<file path="src/rtl/crop_pkg.sv">
package crop_pkg;

    localparam int FRAC_BITS = 10;

    localparam int SIF_MAX_W = 352;
    localparam int SIF_MAX_H = 288;
    localparam int VGA_MAX_W = 640;
    localparam int VGA_MAX_H = 480;

    localparam int ORG_ALT_SHIFT_X = 277;
    localparam int ORG_ALT_BASE_X  = 105;
    localparam int ORG_ALT_Y       = 37;
    localparam int ORG_STD_X       = 320;
    localparam int ORG_STD_Y       = 35;
    localparam int ALT_FREQ_CODE   = 1;

    typedef enum logic [2:0] {
        S_IDLE,
        S_SCALE_X,
        S_SCALE_Y,
        S_SPAN_X,
        S_SPAN_Y,
        S_PLACE
    } crop_state_e;

endpackage

</file>
<file path="src/rtl/crop_divider.sv">
module crop_divider #(
    parameter int W = 20
) (
    input  logic         clk,
    input  logic         rst_n,
    input  logic         go,
    input  logic [W-1:0] dividend,
    input  logic [W-1:0] divisor,
    output logic [W-1:0] quotient,
    output logic         valid
);
    localparam int CW = $clog2(W + 1);

    logic [W:0]    rem_q;
    logic [W-1:0]  quo_q;
    logic [W-1:0]  dvs_q;
    logic [CW-1:0] cnt_q;

    logic [W:0]    rem_sh;
    logic          fits;

    always_comb begin
        rem_sh = {rem_q[W-1:0], quo_q[W-1]};
        fits   = rem_sh >= {1'b0, dvs_q};
    end

    always_ff @(posedge clk or negedge rst_n) begin
        if (!rst_n) begin
            rem_q <= '0;
            quo_q <= '0;
            dvs_q <= '0;
            cnt_q <= '0;
            valid <= 1'b0;
        end else if (go) begin
            rem_q <= '0;
            quo_q <= dividend;
            dvs_q <= divisor;
            cnt_q <= CW'(W);
            valid <= 1'b0;
        end else if (cnt_q != '0) begin
            rem_q <= fits ? (rem_sh - {1'b0, dvs_q}) : rem_sh;
            quo_q <= {quo_q[W-2:0], fits};
            cnt_q <= cnt_q - 1'b1;
            valid <= (cnt_q == CW'(1));
        end else begin
            valid <= 1'b0;
        end
    end

    assign quotient = quo_q;

endmodule

</file>
<file path="src/rtl/crop_origin_sel.sv">
module crop_origin_sel
    import crop_pkg::*;
#(
    parameter int FREQ_W = 2,
    parameter int OUT_W  = 12
) (
    input  logic              alt_sensor,
    input  logic [FREQ_W-1:0] freq_sel,
    output logic [OUT_W-1:0]  org_x,
    output logic [OUT_W-1:0]  org_y
);
    always_comb begin
        if (!alt_sensor) begin
            org_x = OUT_W'(ORG_STD_X);
            org_y = OUT_W'(ORG_STD_Y);
        end else if (freq_sel == FREQ_W'(ALT_FREQ_CODE)) begin
            org_x = OUT_W'(ORG_ALT_SHIFT_X);
            org_y = OUT_W'(ORG_ALT_Y);
        end else begin
            org_x = OUT_W'(ORG_ALT_BASE_X);
            org_y = OUT_W'(ORG_ALT_Y);
        end
    end

endmodule

</file>
<file path="src/rtl/crop_axis.sv">
module crop_axis #(
    parameter int LEN_W = 20,
    parameter int OUT_W = 12
) (
    input  logic [LEN_W-1:0] max_len,
    input  logic [LEN_W-1:0] crop_len,
    input  logic [OUT_W-1:0] origin,
    output logic [OUT_W-1:0] lo,
    output logic [OUT_W-1:0] hi
);
    localparam int SW = LEN_W + 2;

    logic signed [SW-1:0] diff;
    logic signed [SW-1:0] half;
    logic signed [SW-1:0] lo_full;
    logic signed [SW-1:0] hi_full;

    always_comb begin
        diff    = $signed({2'b00, max_len}) - $signed({2'b00, crop_len});
        // halve with truncation toward zero
        half    = (diff + $signed({{(SW-1){1'b0}}, diff[SW-1]})) >>> 1;
        lo_full = half + $signed({{(SW-OUT_W){1'b0}}, origin});
        hi_full = lo_full + $signed({2'b00, crop_len});
        lo      = lo_full[OUT_W-1:0];
        hi      = hi_full[OUT_W-1:0];
    end

endmodule

</file>
<file path="src/rtl/crop_window_calc.sv">
module crop_window_calc
    import crop_pkg::*;
#(
    parameter int DIM_W  = 10,
    parameter int FREQ_W = 2,
    parameter int OUT_W  = 12
) (
    input  logic              clk,
    input  logic              rst_n,
    input  logic              start,
    input  logic [DIM_W-1:0]  req_w,
    input  logic [DIM_W-1:0]  req_h,
    input  logic              sif_sel,
    input  logic              alt_sensor,
    input  logic [FREQ_W-1:0] freq_sel,
    output logic [OUT_W-1:0]  x_start,
    output logic [OUT_W-1:0]  y_start,
    output logic [OUT_W-1:0]  x_end,
    output logic [OUT_W-1:0]  y_end,
    output logic              done
);
    localparam int DVD_W = DIM_W + FRAC_BITS;

    function automatic logic [DVD_W-1:0] frame_w(input logic sif);
        return sif ? DVD_W'(SIF_MAX_W) : DVD_W'(VGA_MAX_W);
    endfunction

    function automatic logic [DVD_W-1:0] frame_h(input logic sif);
        return sif ? DVD_W'(SIF_MAX_H) : DVD_W'(VGA_MAX_H);
    endfunction

    crop_state_e state_q, state_d;

    logic [DIM_W-1:0]  w_q, h_q;
    logic              sif_q, alt_q;
    logic [FREQ_W-1:0] freq_q;
    logic [DVD_W-1:0]  fx_q, fy_q, span_x_q, span_y_q;

    logic              div_go, div_valid;
    logic [DVD_W-1:0]  div_dvd, div_dvs, div_q;
    logic              accept;

    assign accept = (state_q == S_IDLE) && start;

    // state register
    always_ff @(posedge clk or negedge rst_n) begin
        if (!rst_n) state_q <= S_IDLE;
        else        state_q <= state_d;
    end

    // next state and divider launch
    always_comb begin
        state_d = state_q;
        div_go  = 1'b0;
        div_dvd = '0;
        div_dvs = '0;
        unique case (state_q)
            S_IDLE: begin
                div_dvd = {req_w, {FRAC_BITS{1'b0}}};
                div_dvs = frame_w(sif_sel);
                if (start) begin
                    div_go  = 1'b1;
                    state_d = S_SCALE_X;
                end
            end
            S_SCALE_X: begin
                div_dvd = {h_q, {FRAC_BITS{1'b0}}};
                div_dvs = frame_h(sif_q);
                if (div_valid) begin
                    div_go  = 1'b1;
                    state_d = S_SCALE_Y;
                end
            end
            S_SCALE_Y: begin
                div_dvd = {w_q, {FRAC_BITS{1'b0}}};
                div_dvs = div_q;
                if (div_valid) begin
                    div_go  = 1'b1;
                    state_d = S_SPAN_X;
                end
            end
            S_SPAN_X: begin
                div_dvd = {h_q, {FRAC_BITS{1'b0}}};
                div_dvs = fx_q;
                if (div_valid) begin
                    div_go  = 1'b1;
                    state_d = S_SPAN_Y;
                end
            end
            S_SPAN_Y: begin
                if (div_valid) state_d = S_PLACE;
            end
            S_PLACE: begin
                state_d = S_IDLE;
            end
            default: begin
                state_d = S_IDLE;
            end
        endcase
    end

    crop_divider #(.W(DVD_W)) u_div (
        .clk      (clk),
        .rst_n    (rst_n),
        .go       (div_go),
        .dividend (div_dvd),
        .divisor  (div_dvs),
        .quotient (div_q),
        .valid    (div_valid)
    );

    logic [OUT_W-1:0] org_x, org_y;

    crop_origin_sel #(.FREQ_W(FREQ_W), .OUT_W(OUT_W)) u_org (
        .alt_sensor (alt_q),
        .freq_sel   (freq_q),
        .org_x      (org_x),
        .org_y      (org_y)
    );

    logic             fill_x;
    logic [DVD_W-1:0] ax_max [2];
    logic [DVD_W-1:0] ax_len [2];
    logic [OUT_W-1:0] ax_org [2];
    logic [OUT_W-1:0] ax_lo  [2];
    logic [OUT_W-1:0] ax_hi  [2];

    always_comb begin
        fill_x    = fx_q >= fy_q;
        ax_max[0] = frame_w(sif_q);
        ax_max[1] = frame_h(sif_q);
        ax_len[0] = fill_x ? frame_w(sif_q) : span_x_q;
        ax_len[1] = fill_x ? span_y_q : frame_h(sif_q);
        ax_org[0] = org_x;
        ax_org[1] = org_y;
    end

    for (genvar a = 0; a < 2; a++) begin : g_axis
        crop_axis #(.LEN_W(DVD_W), .OUT_W(OUT_W)) u_axis (
            .max_len  (ax_max[a]),
            .crop_len (ax_len[a]),
            .origin   (ax_org[a]),
            .lo       (ax_lo[a]),
            .hi       (ax_hi[a])
        );
    end

    // captured request, quotients and outputs
    always_ff @(posedge clk or negedge rst_n) begin
        if (!rst_n) begin
            w_q      <= '0;
            h_q      <= '0;
            sif_q    <= 1'b0;
            alt_q    <= 1'b0;
            freq_q   <= '0;
            fx_q     <= '0;
            fy_q     <= '0;
            span_x_q <= '0;
            span_y_q <= '0;
            x_start  <= '0;
            y_start  <= '0;
            x_end    <= '0;
            y_end    <= '0;
            done     <= 1'b0;
        end else begin
            if (accept) begin
                w_q    <= req_w;
                h_q    <= req_h;
                sif_q  <= sif_sel;
                alt_q  <= alt_sensor;
                freq_q <= freq_sel;
                done   <= 1'b0;
            end
            case (state_q)
                S_SCALE_X: if (div_valid) fx_q     <= div_q;
                S_SCALE_Y: if (div_valid) fy_q     <= div_q;
                S_SPAN_X:  if (div_valid) span_x_q <= div_q;
                S_SPAN_Y:  if (div_valid) span_y_q <= div_q;
                S_PLACE: begin
                    x_start <= ax_lo[0];
                    x_end   <= ax_hi[0];
                    y_start <= ax_lo[1];
                    y_end   <= ax_hi[1];
                    done    <= 1'b1;
                end
                default: ;
            endcase
        end
    end

endmodule

</file>
<file path="config.mk">
export PLATFORM = sky130hd
export DESIGN_NAME = crop_window_calc
export DESIGN_NICKNAME = d
export VERILOG_FILES = /design/src/rtl/crop_pkg.sv /design/src/rtl/crop_divider.sv /design/src/rtl/crop_origin_sel.sv /design/src/rtl/crop_axis.sv /design/src/rtl/crop_window_calc.sv
export SDC_FILE = /design/constraint.sdc
export NUM_CORES = 1
export LEC_CHECK = 0
export BUFFER_PORTS_ARGS = -buffer_cell sky130_fd_sc_hd__buf_2
export CELL_PAD_IN_SITES_DETAIL_PLACEMENT = 0
export CELL_PAD_IN_SITES_GLOBAL_PLACEMENT = 1
export CORE_ASPECT_RATIO = 0.8
export CORE_UTILIZATION = 44
export CTS_CLUSTER_DIAMETER = 100
export DETAILED_ROUTE_END_ITERATION = 6
export MAX_ROUTING_LAYER = met4
export PLACE_DENSITY_LB_ADDON = 0.1
export SLEW_MARGIN = 20
export SYNTH_ARGS = -nofsm -noshare
export SYNTH_HDL_FRONTEND = slang
export SYNTH_HIERARCHICAL = 1
export SYNTH_SLANG_ARGS = --single-unit
</file>
<file path="constraint.sdc">
create_clock -name clk -period 6.45 [get_ports clk]
set_input_delay 0.645 -clock clk [delete_from_list [all_inputs] [get_ports clk]]
set_output_delay 0.645 -clock clk [all_outputs]
set_load 0.01 [all_outputs]
</file>
# ---- Word-level counts from Yosys, hierarchy flattened
# Index checks and enable logic that the tools add are counted.
dict set report totals {
  output_inout_bits 49
  latch_bits 0
  input_bits 27
  ramBits 0
  regBits 222
  rom_bits 0
  mem_count 0
  wordCells 86
}
dict set report classes {
  shifts 0
  multipliers 0
  div_mod_pow 0
  n_reduce_logical 12
  eq_ne 12
  addsub 10
  order_cmp 2
  n_bitwise 0
  n_mux 30
}
# cell count
set ops {}
lappend ops {{$mux 20} 7}
lappend ops {{$pmux 20 s4} 1}
lappend ops {{$pmux 20 s3} 1}
lappend ops {{$add 12x12->12} 3}
lappend ops {{$add 13x2->13} 2}
lappend ops {{$ge 21x20->1} 1}
lappend ops {{$sub 10x20->21} 1}
lappend ops {{$sub 9x20->21} 1}
lappend ops {{$ge 20x20->1} 1}
lappend ops {{$mux 10} 2}
lappend ops {{$sub 20x20->20} 1}
lappend ops {{$mux 3} 6}
lappend ops {{$pmux 3 s5} 1}
lappend ops {{$add 12x7->12} 1}
lappend ops {{$mux 12} 1}
lappend ops {{$mux 5} 2}
lappend ops {{$mux 9} 1}
lappend ops {{$mux 8} 1}
lappend ops {{$ne 2x1->1 const B} 4}
lappend ops {{$reduce_and 2->1} 4}
lappend ops {{$eq 3x2->1 const B} 2}
lappend ops {{$eq 3x3->1 const B} 2}
lappend ops {{$mux 1} 6}
lappend ops {{$eq 5x1->1 const B} 1}
lappend ops {{12 further kinds} 13}

# ---- Depth between registers and ports, before layout
# Gate-level depths: netlist of run 1.
dict set report logic_depth {
  word_depth 6
  ltp_mapped 37
  depth_no_buf 36
}

# ---- Cells and area by module
# Netlist of run 1, hierarchy kept.
# module cells_each instances seq_area_each_um2 area_each_um2
set by_module_without_submodules {}
lappend by_module_without_submodules {crop_window_calc 611 1 3903.7 7264.5}
lappend by_module_without_submodules {crop_divider 455 1 1651.6 4121.5}
lappend by_module_without_submodules {{crop_axis (g_axis[1].u_axis)} 298 1 0.0 2140.8}
lappend by_module_without_submodules {{crop_axis (g_axis[0].u_axis)} 266 1 0.0 1953.1}
lappend by_module_without_submodules {crop_origin_sel 27 1 0.0 188.9}

# ---- Worst setup path before layout of run 1
# No wires, ideal clock.
dict set report synth_timing {
  path_type {reg-to-reg}
  from {reg fx_q[13]}
  to {reg x_end[11]}
  setup_ps 125
  required_ps 6325
  path_stages_with_launch 33
  n_path_buf 1
  slack_ps -653
  t_arrival_ps 6979
  synth_period_minus_slack_ps 7103
  cell_sequence {dfrtp_1 ha_1 a211o_1 a21oi_2 a21oi_1 a211o_2 buf_2 nor2_1 inv_1 fa_1 a211oi_1 o211ai_1 a21o_1 a2111oi_0 o21ai_0 inv_1 ha_1 nand2_1 or4b_4 nor2_1 xor2_1 ha_1 o21ai_0 a22oi_1 a21oi_1 xnor2_1 ha_1 a21o_1 a21o_1 a31o_2 o41a_1 xnor2_1 mux2_2}
}
# item line
set synth_rtl {}
lappend synth_rtl {{start, declared} crop_window_calc.sv:37} ;# logic [DVD_W-1:0] fx_q, fy_q, span_x_q, span_y_q;
lappend synth_rtl {{start signal, assigned} crop_window_calc.sv:175} ;# S_SCALE_X: if (div_valid) fx_q <= div_q;
lappend synth_rtl {{end signal, assigned} crop_window_calc.sv:181} ;# x_end <= ax_hi[0];
lappend synth_rtl {{end, declared} crop_window_calc.sv:18} ;# output logic [OUT_W-1:0] x_end,

==> results of run 1 <==
-- per-stage QoR --
stage | std cells | power, W
6_report | 2510 | 0.00713
5_1_grt | 2510 | 0.00767
4_1_cts | 2491 | 0.00688
3_5_place_dp | 2405 | 0.00510
3_3_place_gp | 2405 | 0.00504
2_1_floorplan | 1713 | 0.00398
-- synthesized netlist by cell type (5+ instances only) --
| library cell | instances |
|---|---|
| nor2b_1 | 14 |
| a21boi_0 | 5 |
| o211ai_1 | 13 |
| fa_1 | 7 |
| xor2_1 | 30 |
| buf_2 | 20 |
| nor3_1 | 25 |
| nand3_1 | 18 |
| a211oi_1 | 19 |
| nor3b_1 | 5 |
| nand2b_1 | 10 |
| mux2_4 | 6 |
| a211o_1 | 5 |
| dfrtp_1 | 222 |
| o21ai_1 | 7 |
| clkbuf_1 | 28 |
| a21o_1 | 23 |
| o21a_1 | 20 |
| nand2_1 | 119 |
| or3_1 | 9 |
| mux2i_1 | 56 |
| nand4_1 | 18 |
| and3_1 | 7 |
| inv_1 | 142 |
| buf_4 | 20 |
| and2_1 | 20 |
| buf_1 | 9 |
| buf_6 | 5 |
| a21oi_1 | 80 |
| xnor2_1 | 56 |
| ha_1 | 129 |
| a31oi_1 | 11 |
| o21bai_1 | 8 |
| mux2_2 | 131 |
| nor4_1 | 8 |
| o21ai_0 | 113 |
| nor2_1 | 137 |
| nand3b_1 | 7 |
-- routing by layer --
metal  GRT usage  part of all wire  vias up  routed length, µm
met2       0.335              0.44      162              17600
li1            -                 -     6457                  -
met5           -                 0        -                  0
met1       0.332              0.52     6279              20700
met3      0.0255             0.026       43               1040
met4      0.0363             0.014        0                548
-- worst min path at each step --
stage	from	endpoint	slack, ns	cells past startpoint
after floorplan	rst_n	alt_q$_DFFE_PN0P_	0.35	0
after global placement	h_q[3]$_DFFE_PN0P_	h_q[3]$_DFFE_PN0P_	0.47	1
after detailed placement	h_q[3]$_DFFE_PN0P_	h_q[3]$_DFFE_PN0P_	0.48	1
after CTS	rst_n	u_div/rem_q[17]$_DFFE_PN0P_	0.07	1
after global routing	rst_n	u_div/rem_q[17]$_DFFE_PN0P_	0.08	1
final	rst_n	u_div/rem_q[17]$_DFFE_PN0P_	0.04	1
-- repair_timing --
item / CTS / global route
pin swaps: 62 / 94
setup endpoints to repair: 15 / 23
buffers inserted: 40 / 21
gates resized for setup: 89 / 109
-- flip-flops by register name (all words and copies together), names as in the netlist --
name,cells
alt_q,1
done,1
freq_q,2
fx_q,20
fy_q,20
h_q,10
sif_q,1
span_x_q,20
span_y_q,20
state_q,3
u_div/cnt_q,5
u_div/dvs_q,20
u_div/quotient,20
u_div/rem_q,20
u_div/valid,1
w_q,10
x_end,12
x_start,12
y_end,12
y_start,12
-- cell families after synthesis --
family,Yosys count,synth area share
and+or+nand+nor,425,0.132
other,4,0.000958
muxes,195,0.137
adders and majority gates,136,0.112
buffers and inverters,227,0.0640
DFF,222,0.355
AOI/OAI and AO/OA,359,0.148
xor gates and xnor gates,89,0.0516
-- where the power goes --
group          internal [W]  total (W)  leakage, nW  switching, W
Clock              0.000852    0.00145        0.417      0.000600
Combinational       0.00206    0.00391         6.23       0.00185
Sequential          0.00162    0.00177         2.71      0.000151
-- layout make-up --
class                   count  area [µm²]
well taps                 472         591
inverters                 143         537
fillers                  3079       14500
multi-input cells        1264       10300
repair buffers            362        2630
clock inverters             8        80.1
clock buffers              39         759
flip-flops and latches    222        5560
==> results.json, run 1 <==
{
  "status": "complete, but fails checks",
  "violations": "setup timing",
  "antenna_found_initial": 1,
  "crit_fanout": 7,
  "diodes": 0,
  "avgSynthCellArea_um2": 9.46,
  "setup-tns-final_ns": -4.53,
  "rows": 61,
  "layout.nets": 2182,
  "hold_buffers": 0,
  "port_buffers": 75,
  "first_pass_iters": 5,
  "maxCapViolCount": 0,
  "hold_path_class": "in -> async",
  "synthFlopType": "dfrtp_1",
  "netlist.area_leader.share": 0.355,
  "fin_hold_ws_ns": 0.0402,
  "rsz0062_at_grt": "true",
  "setup_violations": 14,
  "power.leakage_nw": 9.36,
  "path_class": "reg -> reg",
  "wl_per_cell_um": 15.9,
  "critical_path_buf_inv_count": 2,
  "cellPowerDensity_nw_per_um2": 350,
  "vdd_drop_max_mv": 0.206,
  "ys_seq_elements": 222,
  "cts_buffer_depth": 3,
  "yosys_warnings": 6,
  "vias_per_cell": 5.16,
  "clk_latency_ns": 0.55,
  "synthTopCellsByArea": "dfrtp_1 35%, ha_1 10%, mux2_2 9.4%, o21ai_0 3.6%, mux2i_1 3.6%",
  "r2r-end": "x_end[11]$_DFFE_PN0P_",
  "dieArea_um2": 36400,
  "cp-endpoint": "x_end[11]$_DFFE_PN0P_",
  "first_iter_violations": 626,
  "hold_viol": 0,
  "cts_made_buffers": 26,
  "drcViolationCount": 0,
  "syn2layout_area_growth_pct": 30.2,
  "critPathMaxStageDelay_ns": 0.62,
  "finClkSkew_ns": 0.0179,
  "async_reset_ff_frac": 1.00,
  "synthCells": 1657,
  "grt_overflow": 0,
  "max-slew-margin-rel": 0.333,
  "die_y_um": 171,
  "layout_commonest_cell": "buf_4",
  "grt_usage": 0.225,
  "h-tree-depth": 1,
  "drive_above_1_share": 0.351,
  "final_util": 0.585,
  "dpl_cell_area_um2": 18200,
  "path_delay_family": "simple AND/OR/NAND/NOR gates",
  "fin_ws_ns": -0.622,
  "r2r-start": "fx_q[11]$_DFFE_PN0P_",
  "worstSetupStartpoint": "fx_q[11]$_DFFE_PN0P_",
  "syn_area_um2": 15700,
  "maxSlewViolCount": 0,
  "dp_hpwl_mm": 27.9,
  "gp_congestion": 0.868,
  "start_util": 0.449,
  "start_kind": "flop",
  "max_freq_mhz": 141,
  "cp.arrival_ns": 7.50,
  "clk_pin_slew_ns": 0.06,
  "ios": 76,
  "end_kind": "flop",
  "yosysSeqAreaShare": 0.355,
  "ff2ff_path_depth": 33,
  "worstMarginPinSlew_ns": 1.00,
  "cp.required_ns": 6.88,
  "grt_max_degree": 148,
  "preCtsSetupSlack_ns": -0.978,
  "clockRootBuffer": "clkbuf_16",
  "routed_wl_mm": 39.9,
  "cp_num_cells": 33,
  "layout_common_cells": "267 x buf_4, 221 x dfrtp_1, 128 x inv_1, 128 x mux2_2, 121 x nor2_1",
  "drtAntennaViolNets": 0,
  "ys_types": 94,
  "slowest_stage": "or4_4",
  "cts_tree": "yes",
  "grt_pass1_wl_mm": 63.7,
  "grt_pass1_vias": 12379,
  "clock-sinks": 222,
  "period_needed_ns": 7.07,
  "reg2reg_slack_ns": -0.62,
  "fin_crit_sh": 1.10,
  "fin_area_um2": 20400,
  "synth_edf_count": 0,
  "synth_top_area_cell": "dfrtp_1",
  "fp.dieW_um": 213,
  "vias": 12941,
  "core_area_um2": 34900
}
No activity file was read; power rests on OpenSTA's default activity.
==> run 2: changes to the inputs <==
CORE_UTILIZATION = 35   (was 44)
SETUP_SLACK_MARGIN = 0.5   (was default)
==> run 2 against run 1 <==
The flow still finishes with violations (setup timing). Clock-buffer cell count decreased by 2. Power increased by 7.5%. Routed wire length increased by 7.3%. Highest routed layer unchanged.
==> results.json, run 2 (synthesis gave the netlist of run 1 again) <==
{
  "status": "complete, but fails checks",
  "violations": "setup timing",
  "crit_fanout": 5,
  "end_kind": "flop",
  "ios": 76,
  "maxCapViolCount": 0,
  "drive_above_1_share": 0.388,
  "first_iter_violations": 545,
  "syn2layout_area_growth_pct": 37.9,
  "grt_overflow": 0,
  "core_area_um2": 43600,
  "maxSlewViolCount": 0,
  "clockRootBuffer": "clkbuf_16",
  "routed_wl_mm": 42.8,
  "cts_tree": "yes",
  "grt_pass1_vias": 12925,
  "layout_common_cells": "264 x buf_4, 221 x dfrtp_1, 125 x inv_1, 118 x nor2_1, 114 x mux2_2",
  "drcViolationCount": 0,
  "hold_path_class": "in -> async",
  "fp.dieW_um": 239,
  "rsz0062_at_grt": "true",
  "clock-sinks": 222,
  "worstMarginPinSlew_ns": 1.03,
  "layoutNonFillerInstCount": 2664,
  "cts_buffer_depth": 3,
  "vias": 12971,
  "vias_per_cell": 4.87,
  "cellPowerDensity_nw_per_um2": 355,
  "clk_pin_slew_ns": 0.06,
  "cp.arrival_ns": 7.57,
  "period_needed_ns": 7.12,
  "layout_commonest_cell": "buf_4",
  "grt_pass1_wl_mm": 69.5,
  "critical_path_buf_inv_count": 6,
  "first_pass_iters": 5,
  "fillers": 4083,
  "cp.required_ns": 6.90,
  "slowest_stage": "or4_4",
  "fin_ws_ns": -0.672,
  "setup_violations": 13,
  "fin_area_um2": 21600,
  "clk_latency_ns": 0.58,
  "dp_hpwl_mm": 30.1,
  "layout.nets": 2211,
  "finClkSkew_ns": 0.0201,
  "port_buffers": 75,
  "max-slew-margin-rel": 0.312,
  "path_delay_family": "compound AO/OA/AOI/OAI gates",
  "power.leakage_nw": 9.86,
  "placed_cells": 2545,
  "drtAntennaViolNets": 0,
  "start_kind": "flop",
  "wl_per_cell_um": 16.1,
  "max_freq_mhz": 140,
  "rows": 68,
  "dpl_cell_area_um2": 18600,
  "start_util": 0.359,
  "grt_usage": 0.196,
  "die_y_um": 191,
  "hold_viol": 0,
  "cts_made_buffers": 27,
  "vdd_drop_max_mv": 0.219,
  "h-tree-depth": 1,
  "antenna_found_initial": 1,
  "critPathMaxStageDelay_ns": 0.60,
  "dieArea_um2": 45600,
  "fin_crit_sh": 1.10,
  "gp_congestion": 0.826,
  "grt_max_degree": 157,
  "path_class": "reg -> reg"
}
-- run 2: repair_timing --
action | in CTS | in global routing
endpoints found under the setup margin | 30 | 35
gates resized for setup | 113 | 194
hold buffers | 0 | 0
cloned | 1 | 1
pin swaps | 56 | 114
buffers inserted | 46 | 21
-- run 2: per-stage QoR --
step	total power (W)	hold slack [ns]	setup slack, ns	TNS, ns	util
2_1_floorplan	0.00401	0.349	-0.303	-0.306	-
3_3_place_gp	0.00514	0.478	-0.768	-4.60	0.426
3_5_place_dp	0.00518	0.486	-0.989	-6.42	0.426
4_1_cts	0.00722	0.0220	-0.514	-2.71	0.468
5_1_grt	0.00825	0.0384	-0.975	-9.17	0.495
6_report	0.00767	0.00511	-0.672	-4.08	0.495
-- run 2: per-layer routing --
layer / vias up / wire length, µm / GRT usage
met1: 6271 / 22700 / 0.289
li1: 6530 / - / -
met3: 38 / 1350 / 0.0280
met4: 0 / 507 / 0.0274
met5: - / 0 / -
met2: 132 / 18300 / 0.287
-- run 2: final cells by class --
| cell class | instances | area (µm²) | share of cell area |
|---|---|---|---|
| diodes | 1 | 2.50 | 0.000116 |
| clock buffers | 37 | 793 | 0.0367 |
| clock inverters | 12 | 165 | 0.00764 |
| inverters | 143 | 539 | 0.0250 |
| multi-input cells | 1264 | 10800 | 0.500 |
| flip-flops and latches | 222 | 5560 | 0.257 |
| well taps | 595 | 744 | 0.0344 |
| repair buffers | 390 | 3020 | 0.140 |
-- run 2: path summary, 6_finish.rpt --
path	from	to	slack (ns)	depth (start not counted)
min in group clk	req_h[4]	h_q[4]$_DFFE_PN0P_	0.29	2
worst min register to register	h_q[3]$_DFFE_PN0P_	h_q[3]$_DFFE_PN0P_	0.49	1
worst min-delay path	rst_n	x_end[5]$_DFFE_PN0P_	0.005	1
worst max-delay path	fx_q[9]$_DFFE_PN0P_	x_end[11]$_DFFE_PN0P_	-0.67	33
worst max register to register	fx_q[9]$_DFFE_PN0P_	x_end[11]$_DFFE_PN0P_	-0.67	33
max in group asynchronous	rst_n	state_q[0]$_DFFE_PN0P_	5.05	2
-- run 2: power by group --
| group | internal, W | switching [W] | total, W | leakage, nW |
|---|---|---|---|---|
| clock | 0.000983 | 0.000652 | 0.00164 | 0.465 |
| sequential | 0.00162 | 0.000152 | 0.00177 | 2.71 |
| combinational | 0.00227 | 0.00198 | 0.00426 | 6.68 |
-- run 2: worst register-to-register path, delay by kind of cell, from the launching register on --
kind | cells | cell delay (ns)
compound gates | 11 | 2.10
xor+xnor | 3 | 0.48
fa+ha+maj | 5 | 1.18
buf+inv | 6 | 0.61
flops | 1 | 0.41
mux | 2 | 0.54
simple gates | 6 | 1.66
